<file path="src/rtl/otp_fuse_pkg.sv">
package otp_fuse_pkg;

    localparam logic [15:0] UNLOCK_KEY = 16'h3E77;

    localparam int OFS_CTRL = 'h00;
    localparam int OFS_SET  = 'h04;
    localparam int OFS_CLR  = 'h08;
    localparam int OFS_DATA = 'h10;
    localparam int WIN_BASE = 'h20;

    localparam int WADDR_W  = 6;
    localparam int WORD_W   = 32;

    localparam int BIT_BUSY = 8;
    localparam int BIT_ERR  = 9;
    localparam int BIT_BANK = 12;

    typedef enum logic [2:0] {
        REG_NONE,
        REG_CTRL,
        REG_SET,
        REG_CLR,
        REG_DATA,
        REG_FUSE
    } region_e;

endpackage

</file>
<file path="src/rtl/otp_fuse_decode.sv">
module otp_fuse_decode
    import otp_fuse_pkg::*;
#(
    parameter int WORDS  = 64,
    parameter int BUS_AW = 9
) (
    input  logic [BUS_AW-1:0]  addr,
    output region_e            region,
    output logic [WADDR_W-1:0] word
);
    localparam int IDX_W = BUS_AW - 2;

    logic [IDX_W-1:0] widx;
    logic             aligned;
    logic             in_win;

    always_comb begin
        widx    = addr[BUS_AW-1:2] - IDX_W'(WIN_BASE / 4);
        aligned = (addr[1:0] == 2'b00);
        in_win  = aligned && (addr >= BUS_AW'(WIN_BASE)) && (int'(widx) < WORDS);
        word    = widx[WADDR_W-1:0];

        if (addr == BUS_AW'(OFS_CTRL))      region = REG_CTRL;
        else if (addr == BUS_AW'(OFS_SET))  region = REG_SET;
        else if (addr == BUS_AW'(OFS_CLR))  region = REG_CLR;
        else if (addr == BUS_AW'(OFS_DATA)) region = REG_DATA;
        else if (in_win)                    region = REG_FUSE;
        else                                region = REG_NONE;
    end

endmodule

</file>
<file path="src/rtl/otp_fuse_bank.sv">
module otp_fuse_bank
    import otp_fuse_pkg::*;
#(
    parameter int WORDS = 64
) (
    input  logic               clk,
    input  logic               pgm_en,
    input  logic [WADDR_W-1:0] pgm_idx,
    input  logic [WORD_W-1:0]  pgm_bits,
    input  logic [WADDR_W-1:0] rd_idx,
    output logic [WORD_W-1:0]  rd_bits
);
    localparam int IW = $clog2(WORDS);

    logic [WORD_W-1:0] mem_q [WORDS] = '{default: '0};

    always_ff @(posedge clk) begin
        if (pgm_en) begin
            mem_q[pgm_idx[IW-1:0]] <= mem_q[pgm_idx[IW-1:0]] | pgm_bits;
        end
    end

    always_comb begin
        rd_bits = mem_q[rd_idx[IW-1:0]];
    end

endmodule

</file>
<file path="src/rtl/otp_fuse_ctrl.sv">
module otp_fuse_ctrl
    import otp_fuse_pkg::*;
#(
    parameter int WORDS       = 64,
    parameter int PROG_CYCLES = 16,
    parameter int BUS_AW      = 9
) (
    input  logic              clk,
    input  logic              rst,
    input  logic              bus_sel,
    input  logic              bus_wr,
    input  logic [BUS_AW-1:0] bus_addr,
    input  logic [31:0]       bus_wdata,
    output logic [31:0]       bus_rdata
);
    localparam int CNT_W = $clog2(PROG_CYCLES + 1);
    localparam logic [CNT_W-1:0] CNT_LAST = CNT_W'(PROG_CYCLES - 1);

    typedef struct packed {
        logic [15:0]        key;
        logic               bank;
        logic               err;
        logic               busy;
        logic [WADDR_W-1:0] addr;
        logic [CNT_W-1:0]   cnt;
        logic [WADDR_W-1:0] op_addr;
        logic [WORD_W-1:0]  op_data;
    } ctl_t;

    localparam ctl_t CTL_RESET = '0;

    ctl_t               ctl_d, ctl_q;
    region_e            region;
    logic [WADDR_W-1:0] fuse_word;
    logic [WORD_W-1:0]  fuse_bits;
    logic [31:0]        ctrl_word;
    logic               commit;
    logic               start_ok;
    logic               wr_cycle;

    otp_fuse_decode #(
        .WORDS  (WORDS),
        .BUS_AW (BUS_AW)
    ) u_decode (
        .addr   (bus_addr),
        .region (region),
        .word   (fuse_word)
    );

    otp_fuse_bank #(
        .WORDS (WORDS)
    ) u_bank (
        .clk      (clk),
        .pgm_en   (commit),
        .pgm_idx  (ctl_q.op_addr),
        .pgm_bits (ctl_q.op_data),
        .rd_idx   (fuse_word),
        .rd_bits  (fuse_bits)
    );

    always_comb begin
        ctrl_word = {ctl_q.key, 3'b000, ctl_q.bank, 2'b00, ctl_q.err,
                     ctl_q.busy, 2'b00, ctl_q.addr};
    end

    always_comb begin
        ctl_d    = ctl_q;
        commit   = 1'b0;
        wr_cycle = bus_sel && bus_wr;
        start_ok = !ctl_q.busy && (ctl_q.key == UNLOCK_KEY) && !ctl_q.bank
                   && (int'(ctl_q.addr) < WORDS);

        if (wr_cycle) begin
            unique case (region)
                REG_CTRL: begin
                    ctl_d.addr = bus_wdata[WADDR_W-1:0];
                    ctl_d.bank = bus_wdata[BIT_BANK];
                    ctl_d.key  = bus_wdata[31:16];
                    if (bus_wdata[BIT_ERR]) ctl_d.err = 1'b0;
                end
                REG_SET: begin
                    ctl_d.addr = ctl_q.addr | bus_wdata[WADDR_W-1:0];
                    ctl_d.bank = ctl_q.bank | bus_wdata[BIT_BANK];
                    ctl_d.key  = ctl_q.key  | bus_wdata[31:16];
                end
                REG_CLR: begin
                    ctl_d.addr = ctl_q.addr & ~bus_wdata[WADDR_W-1:0];
                    ctl_d.bank = ctl_q.bank & ~bus_wdata[BIT_BANK];
                    ctl_d.key  = ctl_q.key  & ~bus_wdata[31:16];
                    if (bus_wdata[BIT_ERR]) ctl_d.err = 1'b0;
                end
                REG_DATA: begin
                    if (start_ok) begin
                        ctl_d.busy    = 1'b1;
                        ctl_d.cnt     = CNT_LAST;
                        ctl_d.op_addr = ctl_q.addr;
                        ctl_d.op_data = bus_wdata;
                    end else begin
                        ctl_d.err = 1'b1;
                    end
                end
                default: begin
                end
            endcase
        end

        if (ctl_q.busy) begin
            if (ctl_q.cnt == '0) begin
                commit     = 1'b1;
                ctl_d.busy = 1'b0;
                ctl_d.key  = '0;
            end else begin
                ctl_d.cnt = ctl_q.cnt - 1'b1;
            end
        end
    end

    always_ff @(posedge clk) begin
        if (rst) begin
            ctl_q <= CTL_RESET;
        end else begin
            ctl_q <= ctl_d;
        end
    end

    always_comb begin
        bus_rdata = '0;
        if (bus_sel) begin
            unique case (region)
                REG_CTRL, REG_SET, REG_CLR: bus_rdata = ctrl_word;
                REG_FUSE:                   bus_rdata = fuse_bits;
                default:                    bus_rdata = '0;
            endcase
        end
    end

endmodule

</file>
<file path="config.mk">
export PLATFORM = sky130hd
export DESIGN_NAME = otp_fuse_ctrl
export DESIGN_NICKNAME = d
export VERILOG_FILES = /design/src/rtl/otp_fuse_pkg.sv /design/src/rtl/otp_fuse_decode.sv /design/src/rtl/otp_fuse_bank.sv /design/src/rtl/otp_fuse_ctrl.sv
export SDC_FILE = /design/constraint.sdc
export NUM_CORES = 2
export LEC_CHECK = 0
export BUFFER_PORTS_ARGS = -buffer_cell sky130_fd_sc_hd__buf_2
export CELL_PAD_IN_SITES_DETAIL_PLACEMENT = 0
export CELL_PAD_IN_SITES_GLOBAL_PLACEMENT = 1
export CORE_ASPECT_RATIO = 1.5
export CORE_UTILIZATION = 60
export CTS_CLUSTER_SIZE = 20
export DETAILED_ROUTE_END_ITERATION = 8
export PLACE_DENSITY_LB_ADDON = 0.1
export SLEW_MARGIN = 40
export SYNTH_ARGS = -nofsm -noshare
export SYNTH_HDL_FRONTEND = slang
export SYNTH_SLANG_ARGS = --single-unit
export TNS_END_PERCENT = 10
</file>
<file path="constraint.sdc">
create_clock -name clk -period 9.73 [get_ports clk]
set_input_delay 1.946 -clock clk [delete_from_list [all_inputs] [get_ports clk]]
set_output_delay 1.946 -clock clk [all_outputs]
set_load 0.03 [all_outputs]
</file>
==> impl_metrics.csv <==
group,metric,value,unit
clocking,clockRootBuffer,"clkbuf_16",
logic_synthesis,synth.distinct_cells,60,
finish,seq_area,63000,um^2
global_route,grt_overflow_total,0,
detailed_routing,met3_length,39200,um
clocking,cts_tree,"yes",
clocking,clk_latency,870,ps
logic_synthesis,synth_flop_cell,"edfxtp_1",
outcome,status,"completed",
clocking,ctsLongestPathBuffers,3,
power,ir_drop,163,uV
finish,nFillCells,10300,
detailed_routing,top_layer,"met5",
critical_path,setup.worst_path.end_class,"output pin",
timing,rsz0062_at_grt,"false",
global_route,grt_use_total,38.7,%
logic_synthesis,synth-seq-cells,2122,
logic_synthesis,yosysSeqAreaShare,64.9,%
critical_path,r2r_slack,5030,ps
power,p_total,18.5,mW
timing,hold_slack,454,ps
clocking,ctsResizeCount,0,
clocking,hold_buffers,0,
power,swShare,20.7,%
critical_path,worstPathArrival,6460,ps
timing,relSlewSlack,31.4,%
global_route,grt_start_max_net_pins,102,
logic_synthesis,synth_area_leaders,"edfxtp_1 (63%), mux4_2 (27%), dfxtp_1 (1.5%)",
clocking,post_cts_buffers,0,
critical_path,worstSetupEndpoint,"bus_rdata[9]",
timing,finalHoldViolCount,0,
die,initial_core_util,60.5,%
detailed_routing,post_drt_via_cell_ratio,7.94,
detailed_routing,wirelength,309000,um
logic_synthesis,async_flop_share,0,%
critical_path,path_max_fanout,16,
critical_path,worstSetupStartpoint,"bus_addr[5]",
detailed_routing,wl_per_cell,44.0,um
critical_path,cp-start-kind,"input port",
die,coreArea,160000,um^2
global_route,grt_pass1_wl,427000,um
timing,worstMarginPinSlew,1030,ps
power,combPwrFrac,4.0,%
placed_design,dpl.hpwl,179000,um
timing,drv_slew,0,
logic_synthesis,synth_warnings,0,
power,p_leak,32.5,nW
critical_path,critPathKind,"in2out",
placed_design,dp_slack,1550,ps
logic_synthesis,syn_area,97000,um^2
finish,final_common_cell,"edfxtp_1",
logic_synthesis,synthesis.nets,4707,
timing,clock.fmax,119,MHz
power,p_clk_share,42.7,%
die,ioPinCount,77,
finish,final_cell_mix,"edfxtp_1 (2048), mux4_2 (1143), clkbuf_16 (200)",
detailed_routing,wl_met2,147000,um
global_route,antenna_found_initial,8,
logic_synthesis,yosysTopAreaCell,"edfxtp_1",
clocking,cts_buffers,192,
clocking,clkTransAtPathRegs,60,ps
die,die_h,494,um
timing,setup_viol,0,
critical_path,rr_worst_depth,8,
die,rows,180,
finish,drive_above_1_share,37.9,%
finish,final_area,108000,um^2
logic_synthesis,synth_edf_count,2048,
logic_synthesis,syn-instance-count,4659,
power,switching_power,3.82,mW
placed_design,dpl_cell_area,101000,um^2
critical_path,r2r-end,"u_bank.mem_q[48][22]$_DFFE_PP_",
timing,fin_crit_sh,86.3,%
timing,fin_skew,34.8,ps
placed_design,gp_congestion,0.894,
detailed_routing,dr.pass1.iters,6,
placed_design,port_buffers,76,
global_route,grt_pass1_vias,55300,
logic_synthesis,synth_top_cell_area_share,63.4,%
power,pwr-share-seq,53.3,%
finish,syn_to_final_growth,11.0,%
detailed_routing,drtIter0Drc,9331,
detailed_routing,vias,55800,
timing,tns,0,ps
flow_run,drv_cap,0,
detailed_routing,met1Wirelength,105000,um
power,powerDensity,172,nW/um^2
detailed_routing,postRouteAntennaNets,0,
clocking,cts_sinks,2122,
power,p_int,14.7,mW
finish,multiInputGateArea,32900,um^2
timing,fin_crit,8400,ps
critical_path,cp_data_required_time,7780,ps
die,fp.dieArea,163000,um^2
die,die_w,330,um
hold_path,hold_path_class,"reg2reg",
logic_synthesis,syn_area_per_cell,20.8,um^2
detailed_routing,drc_errors,0,
timing,setup_ws,1330,ps
clocking,htreeDepth,4,
finish,nNetsFinal,4821,
## registers in the layout, indices dropped and copies added, names as in the netlist, named ones only
name and flops:
u_bank.mem_q 2048, ctl_q 68
## worst min path at each step
| stage | depth (start not counted) | endpoint | startpoint |
|---|---|---|---|
| after detailed placement | 2 | ctl_q[12]$_SDFFE_PP0P_ | ctl_q[12]$_SDFFE_PP0P_ |
| after CTS | 2 | ctl_q[12]$_SDFFE_PP0P_ | ctl_q[12]$_SDFFE_PP0P_ |
| after global placement | 2 | ctl_q[31]$_SDFFE_PP0P_ | ctl_q[31]$_SDFFE_PP0P_ |
| after global routing | 2 | ctl_q[20]$_SDFFE_PP0P_ | ctl_q[20]$_SDFFE_PP0P_ |
| after floorplan | 2 | ctl_q[23]$_SDFFE_PP0P_ | ctl_q[23]$_SDFFE_PP0P_ |
| final | 2 | ctl_q[30]$_SDFFE_PP0P_ | ctl_q[30]$_SDFFE_PP0P_ |
## layer usage
layer,global-route usage (%),up-vias
met4,19.2,6
met5,0,-
met3,9.12,882
met2,59.6,4316
met1,52.7,29900
li1,-,20700
## worst max-delay path, cell delays in order
cell and delay, ps:
buf_4 130, inv_2 500, ha_1 630, nand3b_1 790
buf_4 290, o22ai_1 110, nor4_2 760, a211oi_1 150
a211oi_1 770, buf_2 340
## area by class of cell
| class | instances | share of cell area (%) |
|---|---|---|
| Clock inverter | 112 | 1.12 |
| Tap cell | 2093 | 2.43 |
| Multi-Input combinational cell | 2152 | 30.6 |
| Inverter | 13 | 0.0569 |
| Antenna cell | 7 | 0.0163 |
| Timing Repair Buffer | 292 | 2.38 |
| Sequential cell | 2122 | 58.5 |
| Clock buffer | 243 | 4.92 |
## cell usage after synthesis (3+ instances only)
master    number
a22o_1         9
edfxtp_1    2048
o31ai_1        6
buf_1         35
a221oi_1       5
a21oi_1       93
mux4_2      1143
buf_4         41
a31oi_1        4
o211ai_1       5
nor3b_1        3
buf_6         17
o22ai_1      115
mux2_2         5
a32o_1         3
nand3b_1       9
nor2_1       109
nor4bb_1       3
ha_1           3
or3_1          8
mux2i_1      120
nor3_1        10
clkbuf_1     162
inv_1         10
nand2b_1       6
dfxtp_1       74
nand3_1       20
o21ai_0       25
or3b_2         9
nand4_1       10
a22oi_1      117
and2_1         6
nand2_1      166
nor2b_1        8
or4_1          6
o221ai_1       3
a211oi_1      72
nor4_1        24
buf_2        116
## per-stage QoR
| step | instances | utilization, % |
|---|---|---|
| 6_report | 7034 | 67.2 |
| 3_3_place_gp | 6650 | 62.6 |
| 5_1_grt | 7028 | 67.1 |
| 3_5_place_dp | 6664 | 63.0 |
| 2_1_floorplan | 4659 | - |
| 4_1_cts | 7019 | 67.0 |
## kinds of logic after synthesis
logic type | count (synthesis) | synth area share, %
xor+xnor | 3 | 0.0271
flops | 2122 | 64.9
mux | 1268 | 27.8
simple gates | 409 | 1.98
buf+inv | 385 | 1.93
compound gates | 469 | 3.22
fa+ha+maj | 3 | 0.0387
## power by group through the flow
stage          clock [mW]  sequential, mW  combinational, mW
2_1_floorplan           0            10.1              0.458
3_3_place_gp            0            10.0              0.710
3_5_place_dp            0            10.0              0.713
4_1_cts              7.92            9.85              0.716
5_1_grt              8.22            9.85              0.747
6_report             7.89            9.85              0.731
Power figures use the tool's default switching activity.
